**src/rtl/wsc_pkg.sv**
```systemverilog
package wsc_pkg;
  typedef enum logic [1:0] {
    PH_IDLE,
    PH_LOAD,
    PH_WAIT,
    PH_DONE
  } phase_e;

  localparam int unsigned FB_ARITY = 7;
endpackage

```
**src/rtl/wsc_feedback.sv**
```systemverilog
module wsc_feedback #(
  parameter int unsigned WIDTH = 64
) (
  input  logic [WIDTH-1:0] a_i,
  input  logic [WIDTH-1:0] b_i,
  input  logic [WIDTH-1:0] c_i,
  input  logic [WIDTH-1:0] d_i,
  input  logic [WIDTH-1:0] e_i,
  input  logic [WIDTH-1:0] f_i,
  input  logic [WIDTH-1:0] g_i,
  output logic [WIDTH-1:0] y_o
);
  always_comb begin
    y_o = (a_i & b_i & c_i & d_i)
        ^ (b_i & c_i & e_i)
        ^ (a_i & f_i)
        ^ (d_i & g_i)
        ^ c_i
        ^ (e_i & f_i & g_i);
  end
endmodule

```
**src/rtl/wsc_linear.sv**
```systemverilog
module wsc_linear #(
  parameter int unsigned    WIDTH = 64,
  parameter logic [WIDTH-1:0] TAP = '1
) (
  input  logic             clk_i,
  input  logic             rst_ni,
  input  logic             start_i,
  input  logic [WIDTH-1:0] word_i,
  output logic             done_o,
  output logic [WIDTH-1:0] word_o
);
  localparam int unsigned CNT_W = $clog2(WIDTH + 1);

  logic [WIDTH-1:0] acc_q;
  logic [CNT_W-1:0] cnt_q;
  logic             run_q;

  always_ff @(posedge clk_i or negedge rst_ni) begin
    if (!rst_ni) begin
      acc_q <= '0;
      cnt_q <= '0;
      run_q <= 1'b0;
    end else if (start_i) begin
      acc_q <= word_i;
      cnt_q <= CNT_W'(WIDTH);
      run_q <= 1'b1;
    end else if (run_q) begin
      if (cnt_q != '0) begin
        acc_q <= (acc_q >> 1) ^ (acc_q[0] ? TAP : '0);
        cnt_q <= cnt_q - 1'b1;
      end else begin
        run_q <= 1'b0;
      end
    end
  end

  assign done_o = run_q && (cnt_q == '0);
  assign word_o = acc_q;
endmodule

```
**src/rtl/wsc_ctrl.sv**
```systemverilog
module wsc_ctrl
  import wsc_pkg::*;
#(
  parameter int unsigned NUM_ROUNDS = 8
) (
  input  logic   clk_i,
  input  logic   rst_ni,
  input  logic   req_valid_i,
  input  logic   rsp_ready_i,
  input  logic   lin_done_i,
  output logic   req_ready_o,
  output logic   load_o,
  output logic   lin_start_o,
  output logic   commit_o,
  output logic   rsp_valid_o,
  output phase_e phase_o
);
  localparam int unsigned RND_W = (NUM_ROUNDS > 1) ? $clog2(NUM_ROUNDS) : 1;
  localparam logic [RND_W-1:0] LAST_RND = RND_W'(NUM_ROUNDS - 1);

  phase_e           phase_q, phase_d;
  logic [RND_W-1:0] rnd_q, rnd_d;

  always_comb begin
    phase_d     = phase_q;
    rnd_d       = rnd_q;
    req_ready_o = 1'b0;
    load_o      = 1'b0;
    lin_start_o = 1'b0;
    commit_o    = 1'b0;
    rsp_valid_o = 1'b0;
    unique case (phase_q)
      PH_IDLE: begin
        req_ready_o = 1'b1;
        if (req_valid_i) begin
          load_o  = 1'b1;
          rnd_d   = '0;
          phase_d = PH_LOAD;
        end
      end
      PH_LOAD: begin
        lin_start_o = 1'b1;
        phase_d     = PH_WAIT;
      end
      PH_WAIT: begin
        if (lin_done_i) begin
          commit_o = 1'b1;
          if (rnd_q == LAST_RND) begin
            phase_d = PH_DONE;
          end else begin
            rnd_d   = rnd_q + 1'b1;
            phase_d = PH_LOAD;
          end
        end
      end
      PH_DONE: begin
        rsp_valid_o = 1'b1;
        if (rsp_ready_i) phase_d = PH_IDLE;
      end
      default: phase_d = PH_IDLE;
    endcase
  end

  always_ff @(posedge clk_i or negedge rst_ni) begin
    if (!rst_ni) begin
      phase_q <= PH_IDLE;
      rnd_q   <= '0;
    end else begin
      phase_q <= phase_d;
      rnd_q   <= rnd_d;
    end
  end

  assign phase_o = phase_q;
endmodule

```
**src/rtl/wsc_engine.sv**
```systemverilog
module wsc_engine
  import wsc_pkg::*;
#(
  parameter int unsigned  WORD_W     = 64,
  parameter int unsigned  IN_WORDS   = 16,
  parameter int unsigned  NUM_ROUNDS = 8,
  parameter logic [63:0]  TAP_WIDE   = 64'hD800_0000_0000_0001,
  parameter logic [31:0]  TAP_NARROW = 32'hA300_0005
) (
  input  logic                          clk_i,
  input  logic                          rst_ni,
  input  logic                          req_valid_i,
  output logic                          req_ready_o,
  input  logic                          req_mode_i,
  input  logic [IN_WORDS*WORD_W-1:0]    req_blk_i,
  output logic                          rsp_valid_o,
  input  logic                          rsp_ready_i,
  output logic [IN_WORDS/2*WORD_W-1:0]  rsp_data_o
);
  localparam int unsigned HALF_W    = WORD_W / 2;
  localparam int unsigned OUT_WORDS = IN_WORDS / 2;
  localparam int unsigned TOP_IDX   = IN_WORDS - 1;

  logic [WORD_W-1:0] st_q [IN_WORDS];
  logic              mode_q;

  logic   load, lin_start, commit, lin_done;
  phase_e phase;

  logic [WORD_W-1:0] fb_word, lin_word, new_word;
  logic [HALF_W-1:0] lin_n_out;
  logic [WORD_W-1:0] lin_w_out;
  logic              lin_n_done, lin_w_done;

  wsc_ctrl #(.NUM_ROUNDS(NUM_ROUNDS)) u_ctrl (
    .clk_i      (clk_i),
    .rst_ni     (rst_ni),
    .req_valid_i(req_valid_i),
    .rsp_ready_i(rsp_ready_i),
    .lin_done_i (lin_done),
    .req_ready_o(req_ready_o),
    .load_o     (load),
    .lin_start_o(lin_start),
    .commit_o   (commit),
    .rsp_valid_o(rsp_valid_o),
    .phase_o    (phase)
  );

  wsc_feedback #(.WIDTH(WORD_W)) u_fb (
    .a_i(st_q[0]), .b_i(st_q[1]), .c_i(st_q[2]), .d_i(st_q[3]),
    .e_i(st_q[4]), .f_i(st_q[5]), .g_i(st_q[6]),
    .y_o(fb_word)
  );

  wsc_linear #(.WIDTH(HALF_W), .TAP(TAP_NARROW)) u_lin_narrow (
    .clk_i  (clk_i),
    .rst_ni (rst_ni),
    .start_i(lin_start && mode_q),
    .word_i (st_q[TOP_IDX][HALF_W-1:0]),
    .done_o (lin_n_done),
    .word_o (lin_n_out)
  );

  wsc_linear #(.WIDTH(WORD_W), .TAP(TAP_WIDE)) u_lin_wide (
    .clk_i  (clk_i),
    .rst_ni (rst_ni),
    .start_i(lin_start && !mode_q),
    .word_i (st_q[TOP_IDX]),
    .done_o (lin_w_done),
    .word_o (lin_w_out)
  );

  always_comb begin
    lin_done = mode_q ? lin_n_done : lin_w_done;
    lin_word = mode_q ? {{HALF_W{1'b0}}, lin_n_out} : lin_w_out;
    new_word = fb_word ^ lin_word;
    if (mode_q) new_word[WORD_W-1:HALF_W] = '0;
  end

  always_ff @(posedge clk_i or negedge rst_ni) begin
    if (!rst_ni) begin
      mode_q <= 1'b0;
      for (int k = 0; k < IN_WORDS; k++) st_q[k] <= '0;
    end else if (load) begin
      mode_q <= req_mode_i;
      for (int k = 0; k < IN_WORDS; k++) begin
        st_q[k] <= req_blk_i[k*WORD_W +: WORD_W];
        if (req_mode_i) st_q[k][WORD_W-1:HALF_W] <= '0;
      end
    end else if (commit) begin
      for (int k = 0; k < TOP_IDX; k++) st_q[k] <= st_q[k+1];
      st_q[TOP_IDX] <= new_word;
    end
  end

  for (genvar j = 0; j < OUT_WORDS; j++) begin : g_fold
    assign rsp_data_o[j*WORD_W +: WORD_W] = st_q[j] ^ st_q[j+OUT_WORDS];
  end
endmodule

```
**config.mk**
```make
export PLATFORM = sky130hd
export DESIGN_NAME = wsc_engine
export DESIGN_NICKNAME = d
export VERILOG_FILES = /design/src/rtl/wsc_pkg.sv /design/src/rtl/wsc_feedback.sv /design/src/rtl/wsc_linear.sv /design/src/rtl/wsc_ctrl.sv /design/src/rtl/wsc_engine.sv
export SDC_FILE = /design/constraint.sdc
export NUM_CORES = 2
export LEC_CHECK = 0
export ABC_AREA = 0
export BUFFER_PORTS_ARGS = -buffer_cell sky130_fd_sc_hd__buf_2
export CAP_MARGIN = 20
export CELL_PAD_IN_SITES_DETAIL_PLACEMENT = 0
export CELL_PAD_IN_SITES_GLOBAL_PLACEMENT = 1
export CORE_AREA = 8 8 600 602
export CTS_CLUSTER_SIZE = 20
export DETAILED_ROUTE_END_ITERATION = 8
export DIE_AREA = 0 0 608 610
export PLACE_DENSITY_LB_ADDON = 0.12
export REMOVE_ABC_BUFFERS = 1
export SLEW_MARGIN = 30
export SYNTH_ARGS = -nofsm -noshare
export SYNTH_HDL_FRONTEND = slang
export SYNTH_HIERARCHICAL = 1
export SYNTH_SLANG_ARGS = --single-unit
```
**constraint.sdc**
```tcl
create_clock -name clk_i -period 8.5 [get_ports clk_i]
set_input_delay 1.7 -clock clk_i [delete_from_list [all_inputs] [get_ports clk_i]]
set_output_delay 1.7 -clock clk_i [all_outputs]
set_load 0.005 [all_outputs]
```
==> summary.txt <==
Drt
  – # DRC: 0
  – DR top layer: met5
  – Wire per inst: between 20 and 30 microns
  – Detailed Routing Iterations Pass 1: 6
  – Met2 routed WL: between 150000 and 200000 microns
  – Via density: roughly 4.4
  – WL final: about 340000 microns
  – M1 WL: 129000 microns
  – Met3 wire len: 21700 microns
  – Via count: 56600
  – Iter 0 DRT Violations: 3382
  – Remaining antenna violation count after routing: 0

Floorplanning
  – Die height: between 600 and 700 microns
  – Floorplan row count: 218
  – Die area: 371000 sq um
  – Starting Density: 0.184
  – Core Area: around 350000 sq um
  – I/O pin total: between 1500 and 2000
  – Die Width: approximately 600 microns

Final layout
  – Finished Layout Cells: approximately 13000
  – Final Util: 0.235
  – Syn-to-layout area delta: 27.5%
  – Final nets: ~9000
  – Share of post-route cells with drive strength above 1: 0.243
  – Finished Cell Area: roughly 80000 sq um

Timing
  – TNS Setup: 0 ns
  – Fin Clk Skew: 0.0589 ns
  – Max-slew headroom: 0.248
  – Setup Viol. Count Final: 0
  – Post-route clock period utilization: 0.516
  – Worst-case hold slack: 0.502 ns
  – Pins Over Slew Limit: 0
  – Final hold violations: 0
  – RSZ-0062 raised after global routing: no
  – Minimum clock period: roughly 4.4 ns
  – Fmax: 0.228 GHz
  – Final setup margin: a little over 4 ns
  – Slew @ Worst Pin: between 1 and 1.5 ns

Power
  – P_int: 17.2 mW
  – Clock Power Share: 0.223
  – Sw Share: 0.454
  – Sw power: 14.3 mW
  – Logic pwr share: 0.420
  – Maximum VDD drop: ~0.14 mV
  – Seq pwr share: 0.357
  – Total power: ~31 mW
  – Cell Pwr Density: approximately 380 nW/um^2
  – LEAKAGE: about 34 nW

Clocking
  – Post-CTS Repair Setup Buffers: 0
  – Clock sink count: ~1100
  – Hold buffers post-CTS: 0
  – Gates resized, CTS repair: 0
  – CTS tree: yes
  – Clk pin slew, worst setup/hold paths: roughly 0.06 ns
  – Worst skew pair latency: roughly 0.86 ns
  – TritonCTS Buffers: about 170
  – H-tree Lvls: 4
  – Root buffer cell: clkbuf_16
  – CTS Buffer Depth: 4

Worst setup path
  – CP arrival: about 5.1 ns
  – Crit path max-delay family: simple AND/OR/NAND/NOR gates
  – Worst r2r path cells: 11
  – Worst path slowest cell: or3b_4
  – Max FO, Critical Path: 80
  – Number of buffers and inverters on the critical path: 4
  – Worst setup EP type: register
  – Critical Path Max Stage Delay: approximately 0.63 ns
  – Cells along the critical path: inv_1, ha_1, or3b_4, nor3_1, mux2_2, and3b_4, buf_4, buf_12, buf_16, mux2i_1, o21ai_0
  – Startpoint Class: register
  – Levels on crit path: 11
  – Worst Path Required: 9.16 ns
  – Crit Path Class: register to register

Worst hold path
  – Hold WC Path Type: register to register
  – Worst hold stages: 1

Logic synthesis
  – Post-Syn Area per Cell: 9.60 sq um
  – Cell count after synthesis: between 6000 and 7000
  – Post-synthesis sequential area ratio: 0.442
  – Synth warn: 6
  – Dominant synthesized flop cell: dfrtp_1
  – Synth unique cells: 61
  – Flops & latches, synth: 1141
  – Synth async-reset ratio: 1.00
  – Number of enable flip-flop cells after synthesis: 0
  – Cell area after synthesis: approximately 65000 sq um

Outcome
  – Status: finished clean

Placed design
  – Post-Place Cells: about 13000
  – DP Worst Slack: about 4.0 ns
  – DPL Wire Length: around 250000 microns
  – Placed Area: 76700 sq um
  – I/O Buffers: ~1500
  – Placer Congestion: ~0.85

GRT
  – Vias in the first global route: 58600
  – Initial antenna violation count: a little under 300
  – GRT overflow: 0
  – Largest net degree at the start of global routing: 234
  – Total GRT Usage: 0.172
  – First-pass GRT wire length: about 470000 microns

Job
  – Max_cap viols: 0
## registers in the layout (all words and copies together) (netlist names)
signal,flops
st_q,1024
u_lin_wide/word_o,64
u_lin_narrow/word_o,32
u_lin_wide/cnt_q,7
u_lin_narrow/cnt_q,6
u_ctrl/rnd_q,3
u_ctrl/phase_o,2
mode_q,1
u_lin_narrow/run_q,1
u_lin_wide/run_q,1
## power by group through the flow
stage               Clock (mW)  Combinational [mW]  Sequential, mW
floorplan                    0                9.43            11.0
global placement             0                13.7            11.4
detailed placement           0                13.8            11.4
CTS                       7.36                13.9            11.3
global route              7.52                14.6            11.7
finish                    7.02                13.2            11.2
## Yosys cell counts (3+ instances only)
library cell / count / area (sq um)
xor2_1: 579 / 5070
or2_2: 3 / 18.8
xnor2_1: 164 / 1440
dfrtp_1: 1141 / 28600
a21oi_1: 110 / 551
ha_1: 5 / 62.6
inv_1: 72 / 270
o211ai_1: 128 / 961
mux2_2: 38 / 428
nand3_1: 159 / 796
clkbuf_1: 194 / 728
a21bo_2: 64 / 641
nor3_1: 4 / 20.0
buf_2: 113 / 566
and2_1: 5 / 31.3
nor3b_1: 39 / 293
buf_6: 14 / 158
nand2b_1: 3 / 18.8
o21ai_0: 1101 / 5510
a31oi_1: 117 / 732
nand2_1: 1156 / 4340
a21boi_0: 64 / 480
buf_4: 116 / 871
nand3b_1: 34 / 255
o21ai_1: 22 / 110
clkbuf_4: 7 / 52.6
buf_1: 7 / 26.3
nor2b_1: 95 / 594
mux2i_1: 961 / 9620
a22oi_1: 91 / 683
nand4b_1: 4 / 35.0
nor2_1: 78 / 293
## area by class of cell
class	instances	area [sq um]
fill	38600	268000
inverter	74	288
tap	4620	5780
sequential	1141	28600
antenna	94	235
clock buffer	250	4800
clock inverter	38	457
timing repair buffer	1619	8760
multi-input combinational	5062	33400
## worst reg2reg max path, stage by stage, from the launching register on
cell and delay [ns]:
dfrtp_1 0.40, inv_1 0.10, ha_1 0.19, or3b_4 0.63, nor3_1 0.22, mux2_2 0.28, and3b_4 0.55, buf_4 0.51
buf_12 0.40, buf_16 0.44, mux2i_1 0.40, o21ai_0 0.09
## metal layers
| layer | GRT usage | vias to the layer above |
|---|---|---|
| met4 | 0.0474 | 134 |
| met3 | 0.0467 | 640 |
| met2 | 0.316 | 1636 |
| met1 | 0.195 | 27900 |
| li1 | - | 26200 |
| met5 | 0 | - |
## kinds of logic (layout without fill, tap and decap cells)
group	count (synthesis)	in the layout	share of synthesized area
adders and majority gates	5	5	0.000969
AOI/OAI and AO/OA	1716	1716	0.152
other	0	94	0
muxes	1001	1001	0.156
xor gates and xnor gates	743	743	0.101
buffers and inverters	525	1981	0.0415
and+or+nand+nor	1597	1597	0.106
DFF	1141	1141	0.442
## worst paths after layout
check | from | endpoint | slack (ns)
setup / recovery | u_lin_wide/cnt_q[1]$_DFFE_PN0P_ | st_q[412]$_DFFE_PN0P_ | 4.11
hold / removal | u_ctrl/rnd_q[1]$_DFFE_PN0P_ | u_ctrl/rnd_q[1]$_DFFE_PN0P_ | 0.50
setup reg to reg | u_lin_wide/cnt_q[1]$_DFFE_PN0P_ | st_q[412]$_DFFE_PN0P_ | 4.11
hold reg to reg | u_ctrl/rnd_q[1]$_DFFE_PN0P_ | u_ctrl/rnd_q[1]$_DFFE_PN0P_ | 0.50
max in group asynchronous | rst_ni | st_q[861]$_DFFE_PN0P_ | 5.82
min in group asynchronous | rst_ni | st_q[485]$_DFFE_PN0P_ | 0.77
## cell usage in the layout, fill, tap and decap left out, types with 7 or more instances in the layout
cell	count
buf_12	29
clkinv_2	19
clkbuf_1	54
dfrtp_1	1137
mux2i_1	961
mux2_2	38
buf_4	43
clkbuf_8	27
nand2_1	1155
a31oi_1	117
xnor2_1	164
a22oi_1	91
o211ai_1	128
a21oi_1	110
diode_2	94
buf_2	1541
nor2_1	78
o21ai_1	22
a21boi_0	64
nor2b_1	94
clkbuf_16	169
nand3b_1	34
nor3b_1	38
a21bo_2	64
nand3_1	159
o21ai_0	1101
bufinv_16	7
inv_1	71
xor2_1	576
Note: power is estimated with default switching activity, not from simulation.
